`src/rtl/adc_rd_pkg.sv`:
```
package adc_rd_pkg;

  // Control phases of the reader.
  typedef enum logic [1:0] {
    ST_SETTLE = 2'd0,  // chip select high, counting down a wait
    ST_IDLE   = 2'd1,  // ready to launch
    ST_FRAME  = 2'd2,  // chip select low, clocks running
    ST_SLEEP  = 2'd3   // converter held in shutdown
  } rdState_t;

  // Strobes from the control to the datapath.
  typedef struct packed {
    logic clearBits;  // new frame: forget previous samples
    logic sampleEn;   // serial clock rises on this edge: take a sample
    logic publish;    // frame complete: register result and pulse valid
  } dpStrobes_t;

endpackage

```
`src/rtl/adc_rd_ctrl.sv`:
```
module adc_rd_ctrl
  import adc_rd_pkg::*;
#(
  parameter int DIV_HALF   = 10,
  parameter int FRAME_CLKS = 16,
  parameter int CS_GAP     = 13,
  parameter int ABORT_WAIT = 59,
  parameter int WAKE_WAIT  = 175000
) (
  input  logic       clk,
  input  logic       rstN,
  input  logic       startReq,
  input  logic       abortReq,
  input  logic       shdnReq,
  output logic       csN,
  output logic       sclk,
  output logic       shdnN,
  output dpStrobes_t strobes
);

  localparam int ABORT_TOTAL = CS_GAP + ABORT_WAIT;
  localparam int SETTLE_MAX  = (WAKE_WAIT > ABORT_TOTAL) ? WAKE_WAIT : ABORT_TOTAL;
  localparam int CNT_W       = $clog2(SETTLE_MAX + 1);
  localparam int HALF_W      = (DIV_HALF > 1) ? $clog2(DIV_HALF) : 1;
  localparam int EDGE_W      = $clog2(FRAME_CLKS + 1);

  rdState_t            stateQ;
  logic [CNT_W-1:0]    cntQ;
  logic [HALF_W-1:0]   halfQ;
  logic [EDGE_W-1:0]   edgeQ;
  logic                sclkQ;
  logic                csNQ;
  logic                shdnNQ;
  logic                pendQ;

  logic inFrame, halfDone, lastEdge;
  logic abortNow, riseNow, endNow, launchNow;

  always_comb begin
    inFrame   = (stateQ == ST_FRAME);
    halfDone  = (halfQ == HALF_W'(DIV_HALF - 1));
    lastEdge  = (edgeQ == EDGE_W'(FRAME_CLKS));
    abortNow  = inFrame && abortReq;
    riseNow   = inFrame && !abortReq && halfDone && !sclkQ;
    endNow    = inFrame && !abortReq && halfDone && sclkQ && lastEdge;
    launchNow = (stateQ == ST_IDLE) && !shdnReq && (pendQ || startReq);
  end

  always_comb begin
    strobes.clearBits = launchNow;
    strobes.sampleEn  = riseNow;
    strobes.publish   = endNow;
  end

  always_ff @(posedge clk) begin
    if (!rstN) begin
      stateQ <= ST_SETTLE;
      cntQ   <= CNT_W'(WAKE_WAIT - 1);
      halfQ  <= '0;
      edgeQ  <= '0;
      sclkQ  <= 1'b0;
      csNQ   <= 1'b1;
      shdnNQ <= 1'b1;
      pendQ  <= 1'b0;
    end else begin
      pendQ <= (pendQ | startReq) & ~launchNow;
      case (stateQ)
        ST_SETTLE: begin
          if (shdnReq) begin
            stateQ <= ST_SLEEP;
            shdnNQ <= 1'b0;
          end else begin
            cntQ <= cntQ - CNT_W'(1);
            if (cntQ <= CNT_W'(1)) stateQ <= ST_IDLE;
          end
        end
        ST_IDLE: begin
          if (shdnReq) begin
            stateQ <= ST_SLEEP;
            shdnNQ <= 1'b0;
          end else if (launchNow) begin
            stateQ <= ST_FRAME;
            csNQ   <= 1'b0;
            sclkQ  <= 1'b0;
            halfQ  <= '0;
            edgeQ  <= '0;
          end
        end
        ST_FRAME: begin
          if (abortNow) begin
            csNQ   <= 1'b1;
            sclkQ  <= 1'b0;
            stateQ <= ST_SETTLE;
            cntQ   <= CNT_W'(ABORT_TOTAL - 1);
          end else if (halfDone) begin
            halfQ <= '0;
            if (!sclkQ) begin
              sclkQ <= 1'b1;
              edgeQ <= edgeQ + EDGE_W'(1);
            end else begin
              sclkQ <= 1'b0;
              if (lastEdge) begin
                csNQ   <= 1'b1;
                stateQ <= ST_SETTLE;
                cntQ   <= CNT_W'(CS_GAP - 1);
              end
            end
          end else begin
            halfQ <= halfQ + HALF_W'(1);
          end
        end
        ST_SLEEP: begin
          if (!shdnReq) begin
            shdnNQ <= 1'b1;
            stateQ <= ST_SETTLE;
            cntQ   <= CNT_W'(WAKE_WAIT - 1);
          end
        end
        default: stateQ <= ST_SETTLE;
      endcase
    end
  end

  assign csN   = csNQ;
  assign sclk  = sclkQ;
  assign shdnN = shdnNQ;

endmodule

```
`src/rtl/adc_rd_datapath.sv`:
```
module adc_rd_datapath
  import adc_rd_pkg::*;
#(
  parameter int LEAD_BITS = 3,
  parameter int DATA_BITS = 10,
  parameter int SUB_BITS  = 2
) (
  input  logic                 clk,
  input  logic                 rstN,
  input  dpStrobes_t           strobes,
  input  logic                 sdi,
  output logic [DATA_BITS-1:0] result,
  output logic [SUB_BITS-1:0]  subBits,
  output logic                 resultValid,
  output logic                 frameErr
);

  localparam int FIELD = LEAD_BITS + DATA_BITS + SUB_BITS;
  localparam int POS_W = $clog2(FIELD + 1);

  // Sample n (0-based) lands in bit FIELD-1-n: lead on top, sub-bits at the bottom.
  logic [FIELD-1:0] bitsQ;
  logic [POS_W-1:0] posQ;
  logic             posFull;

  assign posFull = (posQ == POS_W'(FIELD));

  always_ff @(posedge clk) begin
    if (!rstN) begin
      bitsQ <= '0;
      posQ  <= '0;
    end else if (strobes.clearBits) begin
      bitsQ <= '0;
      posQ  <= '0;
    end else if (strobes.sampleEn && !posFull) begin
      posQ <= posQ + POS_W'(1);
      for (int i = 0; i < FIELD; i++) begin
        if (posQ == POS_W'(FIELD - 1 - i)) bitsQ[i] <= sdi;
      end
    end
  end

  always_ff @(posedge clk) begin
    if (!rstN) begin
      result      <= '0;
      subBits     <= '0;
      frameErr    <= 1'b0;
      resultValid <= 1'b0;
    end else begin
      resultValid <= strobes.publish;
      if (strobes.publish) begin
        result   <= bitsQ[SUB_BITS +: DATA_BITS];
        subBits  <= bitsQ[SUB_BITS-1:0];
        frameErr <= |bitsQ[FIELD-1 -: LEAD_BITS];
      end
    end
  end

endmodule

```
`src/rtl/adc_serial_reader.sv`:
```
module adc_serial_reader
  import adc_rd_pkg::*;
#(
  parameter int DIV_HALF   = 10,
  parameter int FRAME_CLKS = 16,
  parameter int CS_GAP     = 13,
  parameter int ABORT_WAIT = 59,
  parameter int WAKE_WAIT  = 175000,
  parameter int LEAD_BITS  = 3,
  parameter int DATA_BITS  = 10,
  parameter int SUB_BITS   = 2
) (
  input  logic                 clk,
  input  logic                 rstN,
  input  logic                 startReq,
  input  logic                 abortReq,
  input  logic                 shdnReq,
  input  logic                 adcMiso,
  output logic                 adcCsN,
  output logic                 adcSclk,
  output logic                 adcShdnN,
  output logic [DATA_BITS-1:0] result,
  output logic [SUB_BITS-1:0]  subBits,
  output logic                 resultValid,
  output logic                 frameErr
);

  dpStrobes_t dpStb;

  adc_rd_ctrl #(
    .DIV_HALF  (DIV_HALF),
    .FRAME_CLKS(FRAME_CLKS),
    .CS_GAP    (CS_GAP),
    .ABORT_WAIT(ABORT_WAIT),
    .WAKE_WAIT (WAKE_WAIT)
  ) ctrl_i (
    .clk     (clk),
    .rstN    (rstN),
    .startReq(startReq),
    .abortReq(abortReq),
    .shdnReq (shdnReq),
    .csN     (adcCsN),
    .sclk    (adcSclk),
    .shdnN   (adcShdnN),
    .strobes (dpStb)
  );

  adc_rd_datapath #(
    .LEAD_BITS(LEAD_BITS),
    .DATA_BITS(DATA_BITS),
    .SUB_BITS (SUB_BITS)
  ) dp_i (
    .clk        (clk),
    .rstN       (rstN),
    .strobes    (dpStb),
    .sdi        (adcMiso),
    .result     (result),
    .subBits    (subBits),
    .resultValid(resultValid),
    .frameErr   (frameErr)
  );

endmodule

```
`config.mk`:
```
export PLATFORM = sky130hd
export DESIGN_NAME = adc_serial_reader
export DESIGN_NICKNAME = d
export VERILOG_FILES = /design/src/rtl/adc_rd_pkg.sv /design/src/rtl/adc_rd_ctrl.sv /design/src/rtl/adc_rd_datapath.sv /design/src/rtl/adc_serial_reader.sv
export SDC_FILE = /design/constraint.sdc
export NUM_CORES = 1
export LEC_CHECK = 0
export BUFFER_PORTS_ARGS = -buffer_cell sky130_fd_sc_hd__buf_2
export CORE_UTILIZATION = 45
export CTS_CLUSTER_SIZE = 14
export DETAILED_ROUTE_END_ITERATION = 6
export GPL_ROUTABILITY_DRIVEN = 0
export GPL_TIMING_DRIVEN = 0
export MAX_ROUTING_LAYER = met4
export PLACE_DENSITY = 0.67
export SYNTH_ARGS = -nofsm -noshare
export SYNTH_HDL_FRONTEND = slang
export SYNTH_HIERARCHICAL = 1
export SYNTH_SLANG_ARGS = --single-unit
```
`constraint.sdc`:
```
create_clock -name clk -period 2.89 [get_ports clk]
set_input_delay 0.578 -clock clk [delete_from_list [all_inputs] [get_ports clk]]
set_output_delay 0.578 -clock clk [all_outputs]
set_load 0.1 [all_outputs]
```
==> impl_metrics.py, run 1 <==
metrics = {
    "floorplan": {
        "dieArea_sq_mm": 0.00760,
        "die_w_microns": 87.2,
        "core_sq_mm": 0.00691,
        "die_h_microns": 87.2,
        "initial_core_util_pct": 47.3,
        "num_rows": 30,
        "ios": 23,
    },
    "yosys": {
        "synth.cell_area_sq_mm": 0.00327,
        "yosysTopAreaCell": "dfxtp_1",
        "netlist.area_leader.share_pct": 40.5,
        "syn_inst": 377,
        "syn_area_per_cell_sq_um": 8.66,
        "yosys-top-cells-area": "dfxtp_1 40%, mux2i_1 6.1%, o21ai_0 4.9%",
        "synth_top_cells_by_count": "66 x dfxtp_1, 32 x o21ai_0, 31 x a21oi_1, 26 x nor2_1, 25 x nand2_1",
        "ys_seq_elements": 66,
        "ys_async_sr_fraction_pct": 0,
        "syn_nets": 394,
        "ys_warn_count": 6,
        "synth_ff_type": "dfxtp_1",
        "synth_edf_count": 0,
        "synth_most_common_cell": "dfxtp_1",
        "ys_types": 51,
        "ys_seq_area_share_pct": 40.5,
    },
    "routing": {
        "via_per_inst": 5.52,
        "wl_met1_microns": 3350,
        "wirelength_microns": 7260,
        "dr_wl_met2_microns": 3510,
        "postRouteAntennaNets": 0,
        "wl_met3_microns": 298,
        "wl_per_cell_microns": 14.2,
        "first_iter_violations": 125,
        "num_vias": 2820,
        "maxUsedRoutingLayer": "met4",
        "drc": 0,
        "drt_pass1_iterations": 5,
    },
    "timing": {
        "fin_crit_sh_pct": 92.0,
        "setup_viol": 0,
        "setup_tns_ns": 0,
        "period_needed_ns": 2.66,
        "maxSlewHeadroom_pct": 48.3,
        "fmax_mhz": 376,
        "drv_slew": 0,
        "worstMarginPinSlew_ns": 0.770,
        "finalHoldViolCount": 0,
        "rsz0062_at_grt": "false",
        "finClkSkew_ns": 0.0111,
    },
    "pwr": {
        "ir_drop_mv": 0.263,
        "p_leak_nw": 1.38,
        "power_density_mw_per_mm2": 527,
    },
    "cts": {
        "cts_buffer_depth": 2,
        "h-tree-depth": 3,
        "cts-root-buf": "clkbuf_8",
        "clkLatencyLatePin_ns": 0.34,
        "postCtsHoldBufs": 0,
        "clock_sinks": 66,
        "clk_pin_slew_ns": 0.07,
        "cts_tree": "yes",
        "post-cts-setup-buffers": 0,
        "cts-resized-gates": 0,
        "numCtsBuffers": 9,
    },
    "global_route": {
        "grt_usage_pct": 21.2,
        "grt_pass1_vias": 2658,
        "antenna_found_initial": 0,
        "grt_overflow": 0,
        "grt_max_degree": 14,
        "grt_pass1_wl_microns": 12100,
    },
    "finish": {
        "final_cell_count_no_fill": 511,
        "num_antenna_cells": 0,
        "final_nets": 427,
        "synthToLayoutAreaGrowth_pct": 13.2,
        "layout-drive-gt1-share_pct": 14.9,
        "n_fill_cell": 692,
        "final_core_util_pct": 53.5,
    },
    "setup_path": {
        "cp-endpoint": "dp_i/posQ[3]$_SDFFE_PP0P_",
        "worstPathArrival_ns": 2.87,
        "end_kind": "flip-flop",
        "r2r-end": "dp_i/posQ[3]$_SDFFE_PP0P_",
        "worst-path-max-fanout": 10,
        "worstPathRequired_ns": 3.10,
        "crit_type": "reg2reg",
        "critPathLaunchType": "flip-flop",
        "crit_path_start": "ctrl_i/stateQ[0]$_SDFFE_PN0P_",
        "regToRegSetupSlack_ns": 0.23,
        "rr_worst_depth": 9,
        "r2r_start": "ctrl_i/stateQ[0]$_SDFFE_PN0P_",
    },
    "min_path": {
        "hold_class": "reg2reg",
    },
    "job": {
        "drv_cap": 0,
    },
    "outcome": {
        "status": "complete, no violations",
    },
    "place": {
        "dpl.cell_count": 495,
        "port_buffers": 22,
        "dp_hpwl_microns": 5190,
    },
}
-- sequential cells by signal (all words and copies together), names as in the netlist --
name,flops
dp_i/resultValid,1
ctrl_i/edgeQ,5
dp_i/subBits,2
dp_i/posQ,4
dp_i/bitsQ,15
dp_i/frameErr,1
ctrl_i/shdnN,1
ctrl_i/csN,1
ctrl_i/halfQ,4
ctrl_i/stateQ,2
dp_i/result,10
ctrl_i/pendQ,1
ctrl_i/cntQ,18
ctrl_i/sclk,1
-- per-stage QoR --
step	setup slack [ns]	area, sq um	hold slack (ns)	power [mW]
detailed placement	0.0996	3500	0.457	1.19
global placement	0.129	3500	0.451	1.18
finish	0.232	3700	0.465	1.95
global route	0.122	3700	0.485	2.04
floorplan	0.152	3270	0.438	1.13
CTS	0.276	3700	0.467	1.97
-- worst min-delay path by stage --
stage / slack, ns / cells past startpoint / startpoint / to
after floorplan: 0.44 / 2 / dp_i/bitsQ[0]$_SDFFE_PP0P_ / dp_i/bitsQ[0]$_SDFFE_PP0P_
after global placement: 0.45 / 2 / ctrl_i/shdnN$_SDFFE_PN1P_ / ctrl_i/shdnN$_SDFFE_PN1P_
after detailed placement: 0.46 / 2 / dp_i/bitsQ[0]$_SDFFE_PP0P_ / dp_i/bitsQ[0]$_SDFFE_PP0P_
after CTS: 0.47 / 2 / dp_i/bitsQ[0]$_SDFFE_PP0P_ / dp_i/bitsQ[0]$_SDFFE_PP0P_
after global routing: 0.48 / 2 / dp_i/bitsQ[0]$_SDFFE_PP0P_ / dp_i/bitsQ[0]$_SDFFE_PP0P_
final: 0.46 / 2 / dp_i/bitsQ[0]$_SDFFE_PP0P_ / dp_i/bitsQ[0]$_SDFFE_PP0P_
-- cell usage in the layout (no fill, tap or decap), types with 2 or more instances in the layout --
master,Yosys,final
a211oi_1,2,2
a21boi_0,2,2
a21oi_1,31,31
a31oi_1,5,5
and3_1,3,3
buf_2,2,24
buf_4,7,7
buf_6,3,3
clkbuf_1,10,10
clkbuf_8,0,9
clkinv_4,0,2
dfxtp_1,66,66
ha_1,11,11
inv_1,12,12
inv_6,0,2
mux2i_1,20,20
nand2_1,25,25
nand2b_1,6,6
nand3_1,12,12
nand4_1,12,12
nand4b_1,6,6
nor2_1,26,26
nor2b_1,15,15
nor3_1,10,10
nor3b_1,2,2
nor4_1,4,4
o2111ai_1,2,2
o211ai_1,7,7
o21a_1,2,2
o21ai_0,32,32
o21ai_1,2,2
o31ai_1,6,6
or2_2,3,3
or3b_2,2,2
or4_1,8,8
xnor2_1,3,3
-- cell families (layout without fill, tap and decap cells) --
kind of cell	count (synthesis)	count (layout)	synth area share, %
AO/OA/AOI/OAI	97	97	17.4
XOR/XNOR	3	3	0.805
flip-flops	66	66	40.5
multiplexers	20	20	6.13
buffers and inverters	34	72	5.48
adder cells (fa/ha/maj)	11	11	4.21
AND/OR/NAND/NOR	146	146	25.5
-- critical path: stages (launching register included) --
cell	delay, ns
dfxtp_1	0.34
buf_2	0.20
or3b_2	0.48
o21a_1	0.25
nor3_1	0.46
buf_4	0.23
buf_4	0.17
nand4_1	0.13
o211ai_1	0.18
o31ai_1	0.09
-- area by class of cell --
type / instances / area (sq um) / share of cell area (%)
plain buffers: 22 / 134 / 3.62
clock buffers: 9 / 124 / 3.35
clock inverters: 7 / 77.6 / 2.10
inverters: 12 / 45.0 / 1.22
multi-input cells: 277 / 1770 / 47.7
flip-flops and latches: 66 / 1320 / 35.7
well taps: 96 / 120 / 3.25
repair buffers: 22 / 110 / 2.98
-- layer usage --
layer	GRT usage [%]	vias to the layer above
met2	34.3	65
met3	3.70	11
met1	25.6	1315
li1	-	1429
met5	-	-
met4	10.3	0
-- report_power, final --
part	internal, mW	switching [mW]	leakage, nW
combinational	0.0697	0.140	0.745
sequential	0.933	0.0249	0.535
clock	0.406	0.376	0.100
Power figures use the tool's default switching activity.
==> run 2, diff against run 1 <==
--- a/config.mk
+++ b/config.mk
@@ -6,13 +6,12 @@
 export NUM_CORES = 1
 export LEC_CHECK = 0
 export BUFFER_PORTS_ARGS = -buffer_cell sky130_fd_sc_hd__buf_2
-export CORE_UTILIZATION = 45
-export CTS_CLUSTER_SIZE = 14
+export CORE_UTILIZATION = 60
 export DETAILED_ROUTE_END_ITERATION = 6
 export GPL_ROUTABILITY_DRIVEN = 0
 export GPL_TIMING_DRIVEN = 0
 export MAX_ROUTING_LAYER = met4
-export PLACE_DENSITY = 0.67
+export PLACE_DENSITY = 0.84
 export SYNTH_ARGS = -nofsm -noshare
 export SYNTH_HDL_FRONTEND = slang
 export SYNTH_HIERARCHICAL = 1
==> run 2 against run 1 <==
Effect of this change:
- core utilization is 18 points higher
- clock power is 8.8% higher
- die area decreased by 24%
- fmax rose by 0.83%
==> impl_metrics.py, run 2 (synthesis results as in run 1) <==
metrics = {
    "finish": {
        "stdcell_area_sq_mm": 0.00368,
        "layout-drive-gt1-share_pct": 14.0,
        "num_antenna_cells": 0,
        "reg_top3": "ctrl_i/cntQ: 18 flops, dp_i/bitsQ: 15 flops, dp_i/result: 10 flops",
        "final_cell_mix": "66 x dfxtp_1, 32 x o21ai_0, 31 x a21oi_1",
        "synthToLayoutAreaGrowth_pct": 12.6,
        "largest_reg_flops": 18,
        "top_register": "ctrl_i/cntQ",
        "final_cell_count_no_fill": 485,
        "final_nets": 427,
        "final_core_util_pct": 71.1,
        "final_common_cell": "dfxtp_1",
    },
    "floorplan": {
        "die_h_microns": 75.8,
        "num_rows": 26,
        "ios": 23,
        "die_w_microns": 75.8,
        "initial_core_util_pct": 63.1,
        "dieArea_sq_mm": 0.00574,
        "core_sq_mm": 0.00517,
    },
    "routing": {
        "wl_per_cell_microns": 15.1,
        "via_per_inst": 6.05,
        "wirelength_microns": 7310,
        "drc": 0,
        "first_iter_violations": 245,
        "drt_pass1_iterations": 6,
        "postRouteAntennaNets": 0,
        "num_vias": 2935,
    },
    "setup_path": {
        "critPathLaunchType": "flip-flop",
        "worst-path-max-fanout": 10,
        "worstPathArrival_ns": 2.86,
        "end_kind": "flip-flop",
        "crit_type": "reg2reg",
        "worstPathRequired_ns": 3.12,
    },
    "pwr": {
        "power_density_mw_per_mm2": 549,
        "p_leak_nw": 1.38,
        "finalPower_mw": 2.02,
        "ir_drop_mv": 0.445,
    },
    "timing": {
        "setup_tns_ns": 0,
        "finClkSkew_ns": 0.00697,
        "hold_ws_ns": 0.465,
        "fin_crit_sh_pct": 91.2,
        "worstMarginPinSlew_ns": 0.835,
        "drv_slew": 0,
        "maxSlewHeadroom_pct": 43.9,
        "period_needed_ns": 2.64,
        "fmax_mhz": 379,
        "finalHoldViolCount": 0,
        "setup_viol": 0,
        "timing.final.ws_setup_ns": 0.254,
        "rsz0062_at_grt": "false",
    },
    "cts": {
        "clk_pin_slew_ns": 0.07,
        "cts-root-buf": "clkbuf_8",
        "post-cts-setup-buffers": 0,
        "clock_sinks": 66,
        "cts-resized-gates": 0,
        "h-tree-depth": 3,
        "cts_tree": "yes",
        "numCtsBuffers": 9,
        "cts_buffer_depth": 2,
        "clkLatencyLatePin_ns": 0.34,
        "postCtsHoldBufs": 0,
    },
    "global_route": {
        "grt_overflow": 0,
        "top_usage_layer": "met2",
        "grt_pass1_vias": 2656,
        "grt_pass1_wl_microns": 12000,
        "grt_util_met1_pct": 34.9,
        "grt_use_met2_pct": 45.5,
        "grt_use_met3_pct": 9.13,
        "grt_usage_pct": 28.8,
        "antenna_found_initial": 0,
        "grt_max_degree": 12,
    },
    "place": {
        "dpl_cell_area_sq_mm": 0.00346,
        "port_buffers": 22,
        "post-place-ws_ns": 0.159,
        "dpl.cell_count": 469,
        "dp_hpwl_microns": 5080,
    },
    "min_path": {
        "hold_class": "reg2reg",
    },
    "outcome": {
        "status": "complete, no violations",
    },
    "job": {
        "drv_cap": 0,
    },
}
[run 2: changes by cell type in the layout (fill, tap and decap cells not counted)]
| cell | delta |
|---|---|
| clkbuf_1 | +4 |
| clkinv_4 | -2 |
| inv_6 | -2 |
| bufinv_16 | +1 |
| clkbuf_8 | +1 |
| clkinv_2 | -1 |
| clkinvlp_4 | -1 |
[run 2: final cells by class]
type                            instances  area (sq um)
Fill cell                             397          1500
Clock inverter                          2          60.1
Buffer                                 22           134
Sequential cell                        66          1320
Timing Repair Buffer                   22           110
Clock buffer                           14           153
Multi-Input combinational cell        277          1770
Inverter                               12          45.0
Tap cell                               70          87.6
[run 2: layer usage]
layer  vias up  share of wire (%)
met1      1372                 46
met2       108                 46
met5         -                  0
li1       1440                  -
met3        15                6.2
met4         0                1.8
[run 2: worst paths after layout]
kind                                      start                   endpoint  slack, ns  depth (start not counted)
setup reg to reg  ctrl_i/stateQ[0]$_SDFFE_PN0P_  dp_i/posQ[3]$_SDFFE_PP0P_       0.25                          9
hold / removal        ctrl_i/shdnN$_SDFFE_PN1P_  ctrl_i/shdnN$_SDFFE_PN1P_       0.47                          2
setup / recovery  ctrl_i/stateQ[0]$_SDFFE_PN0P_  dp_i/posQ[3]$_SDFFE_PP0P_       0.25                          9
hold reg to reg       ctrl_i/shdnN$_SDFFE_PN1P_  ctrl_i/shdnN$_SDFFE_PN1P_       0.47                          2
[run 2: worst max-delay path: stages, from the launching register on]
cell and delay [ns]:
dfxtp_1 0.34, buf_2 0.20, or3b_2 0.49, o21a_1 0.26, nor3_1 0.33, buf_4 0.20
buf_4 0.18, nand4_1 0.19, o211ai_1 0.23, o31ai_1 0.10
[run 2: power breakdown]
group	switching (mW)	internal, mW
logic	0.140	0.0695
registers	0.0249	0.934
clock network	0.338	0.512
==> run 3, diff against run 2 <==
==> constraint.sdc (replaced) <==
create_clock -name clk -period 2.89 [get_ports clk]
set_input_delay 0 -clock clk [delete_from_list [all_inputs] [get_ports clk]]
set_output_delay 0 -clock clk [all_outputs]
set_load 0.1 [all_outputs]
==> run 3 against run 2 <==
Effect of this change:
- sequential cell count is the same
- core utilization grew 0.19 points
- global-route usage did not move
- clock-buffer cell count unchanged
- clock skew shrank 0.0011 ns
- critical path type unchanged
- highest routed layer unchanged
==> impl_metrics.py, run 3 (synthesis results as in run 1) <==
metrics = {
    "setup_path": {
        "cp_slowest_cell": "or3b_2",
        "worstPathRequired_ns": 3.11,
        "crit_path_frequent_cell": "buf_4",
        "path_buf_inv": 3,
        "regToRegSetupSlack_ns": 0.26,
        "crit_family": "simple AND/OR/NAND/NOR gates",
        "slowest_delay_ns": 0.48,
        "crit_type": "reg2reg",
        "end_kind": "flip-flop",
        "crit_chain": "buf_2, or3b_2, o21a_1, nor3_1, buf_4, buf_4, nand4_1, o211ai_1, o31ai_1",
        "r2r-end": "dp_i/posQ[3]$_SDFFE_PP0P_",
        "rr_worst_depth": 9,
        "critPathLaunchType": "flip-flop",
        "worstPathArrival_ns": 2.85,
        "r2r_start": "ctrl_i/stateQ[0]$_SDFFE_PN0P_",
        "worst-path-stages": 9,
        "worst-path-max-fanout": 10,
    },
    "min_path": {
        "min_to": "dp_i/result[1]$_SDFFE_PN0P_",
        "hold_class": "in2reg",
        "min_path_cells": 2,
        "min-delay-start": "rstN",
    },
    "routing": {
        "drt_pass1_iterations": 5,
        "first_iter_violations": 233,
        "postRouteAntennaNets": 0,
        "wl_per_cell_microns": 15.0,
        "num_vias": 2921,
        "via_per_inst": 6.01,
        "wirelength_microns": 7270,
        "drc": 0,
    },
    "global_route": {
        "grt_use_met3_pct": 9.13,
        "antenna_found_initial": 0,
        "top_usage_layer": "met2",
        "grt_pass1_vias": 2656,
        "grt_pass1_wl_microns": 12000,
        "grt_usage_pct": 28.8,
        "grt_overflow": 0,
        "grt_util_met1_pct": 34.9,
        "grt_max_degree": 12,
        "grt_use_met2_pct": 45.5,
    },
    "cts": {
        "cts_tree": "yes",
        "cts_buffer_depth": 2,
        "numCtsBuffers": 9,
        "postCtsHoldBufs": 1,
        "h-tree-depth": 3,
        "clk_pin_slew_ns": 0.07,
        "post-cts-setup-buffers": 0,
        "cts-resized-gates": 0,
        "clock_sinks": 66,
        "clkLatencyLatePin_ns": 0.34,
        "cts-root-buf": "clkbuf_8",
    },
    "finish": {
        "final_common_cell": "dfxtp_1",
        "final_cell_mix": "66 x dfxtp_1, 32 x o21ai_0, 31 x a21oi_1",
        "top_register": "ctrl_i/cntQ",
        "synthToLayoutAreaGrowth_pct": 12.9,
        "final_nets": 428,
        "n_fill_cell": 395,
        "seqCellArea_sq_mm": 0.00132,
        "reg_top3": "ctrl_i/cntQ: 18 flops, dp_i/bitsQ: 15 flops, dp_i/result: 10 flops",
        "num_antenna_cells": 0,
        "layout-drive-gt1-share_pct": 13.9,
        "largest_reg_flops": 18,
        "multi_input_area_sq_mm": 0.00177,
    },
    "timing": {
        "fmax_mhz": 380,
        "worstMarginPinSlew_ns": 0.833,
        "drv_slew": 0,
        "finClkSkew_ns": 0.00584,
        "period_needed_ns": 2.63,
        "finalHoldViolCount": 0,
        "rsz0062_at_grt": "false",
        "setup_viol": 0,
        "timing.final.ws_setup_ns": 0.261,
        "fin_crit_sh_pct": 91.0,
        "setup_tns_ns": 0,
        "maxSlewHeadroom_pct": 44.1,
    },
    "place": {
        "dp_hpwl_microns": 5080,
        "post-place-ws_ns": 0.347,
        "port_buffers": 22,
    },
    "floorplan": {
        "die_h_microns": 75.8,
        "initial_core_util_pct": 63.1,
        "num_rows": 26,
        "core_sq_mm": 0.00517,
        "die_w_microns": 75.8,
        "ios": 23,
        "dieArea_sq_mm": 0.00574,
    },
    "pwr": {
        "p_sw_uw": 503,
        "p_seq_share_pct": 47.5,
        "swShare_pct": 24.9,
        "p_int_mw": 1.52,
        "p_leak_nw": 1.39,
        "p_comb_share_pct": 10.4,
        "power_density_mw_per_mm2": 548,
        "power.share.clock_pct": 42.1,
        "ir_drop_mv": 0.446,
    },
    "outcome": {
        "status": "complete, no violations",
    },
    "job": {
        "drv_cap": 0,
    },
}
[run 3: cell types whose count changed in the layout (fill, tap and decap cells not counted)]
cell,previous run,this run
dlygate4sd3_1,0,1
[run 3: worst max-delay path by stage]
stage,start,endpoint,slack (ns)
global placement,ctrl_i/stateQ[0]$_SDFFE_PN0P_,dp_i/posQ[3]$_SDFFE_PP0P_,0.42
floorplan,ctrl_i/sclk$_SDFFE_PN0P_,ctrl_i/cntQ[16]$_SDFFE_PN0P_,0.15
CTS,ctrl_i/stateQ[0]$_SDFFE_PN0P_,dp_i/posQ[3]$_SDFFE_PP0P_,0.30
finish,ctrl_i/stateQ[0]$_SDFFE_PN0P_,dp_i/posQ[3]$_SDFFE_PP0P_,0.26
global route,ctrl_i/stateQ[0]$_SDFFE_PN0P_,dp_i/posQ[3]$_SDFFE_PP0P_,0.04
detailed placement,ctrl_i/stateQ[0]$_SDFFE_PN0P_,dp_i/posQ[3]$_SDFFE_PP0P_,0.35
[run 3: per-layer routing]
| layer | part of all wire, % | wire (microns) |
|---|---|---|
| met5 | 0 | 0 |
| met2 | 46 | 3330 |
| met1 | 45 | 3290 |
| met4 | 1.9 | 138 |
| met3 | 7.0 | 509 |
[run 3: power groups by stage]
stage                     sequential (mW)  clock, mW  combinational, mW
after detailed placement            0.979          0              0.205
final                               0.959      0.851              0.210
after global placement              0.977          0              0.199
after global routing                0.964      0.902              0.234
after CTS                           0.958      0.860              0.207
after floorplan                     0.990          0              0.139
[run 3: through the flow]
step                std cells  hold slack, ns  utilization [%]  instance area, sq um  total power, mW
finish                    486          0.0131             71.3                  3690             2.02
global route              486         0.00537             71.3                  3690             2.10
CTS                       486         0.00463             71.3                  3690             2.03
detailed placement        469           0.321             67.0                  3460             1.18
global placement          469           0.320             67.0                  3460             1.18
floorplan                 377           0.128                -                  3270             1.13
[run 3: layout make-up]
| cell class | instances | area share (%) |
|---|---|---|
| Tap cell | 70 | 2.38 |
| Clock inverter | 2 | 1.63 |
| Buffer | 22 | 3.63 |
| Inverter | 12 | 1.22 |
| Sequential cell | 66 | 35.8 |
| Clock buffer | 14 | 4.14 |
| Timing Repair Buffer | 23 | 3.26 |
| Multi-Input combinational cell | 277 | 47.9 |
[run 3: worst reg2reg max path, delay by kind of cell, from the launching register on]
kind	cells	cell delay [ns]
AOI/OAI and AO/OA	3	0.58
buffers and inverters	3	0.59
DFF	1	0.34
and+or+nand+nor	3	1.00
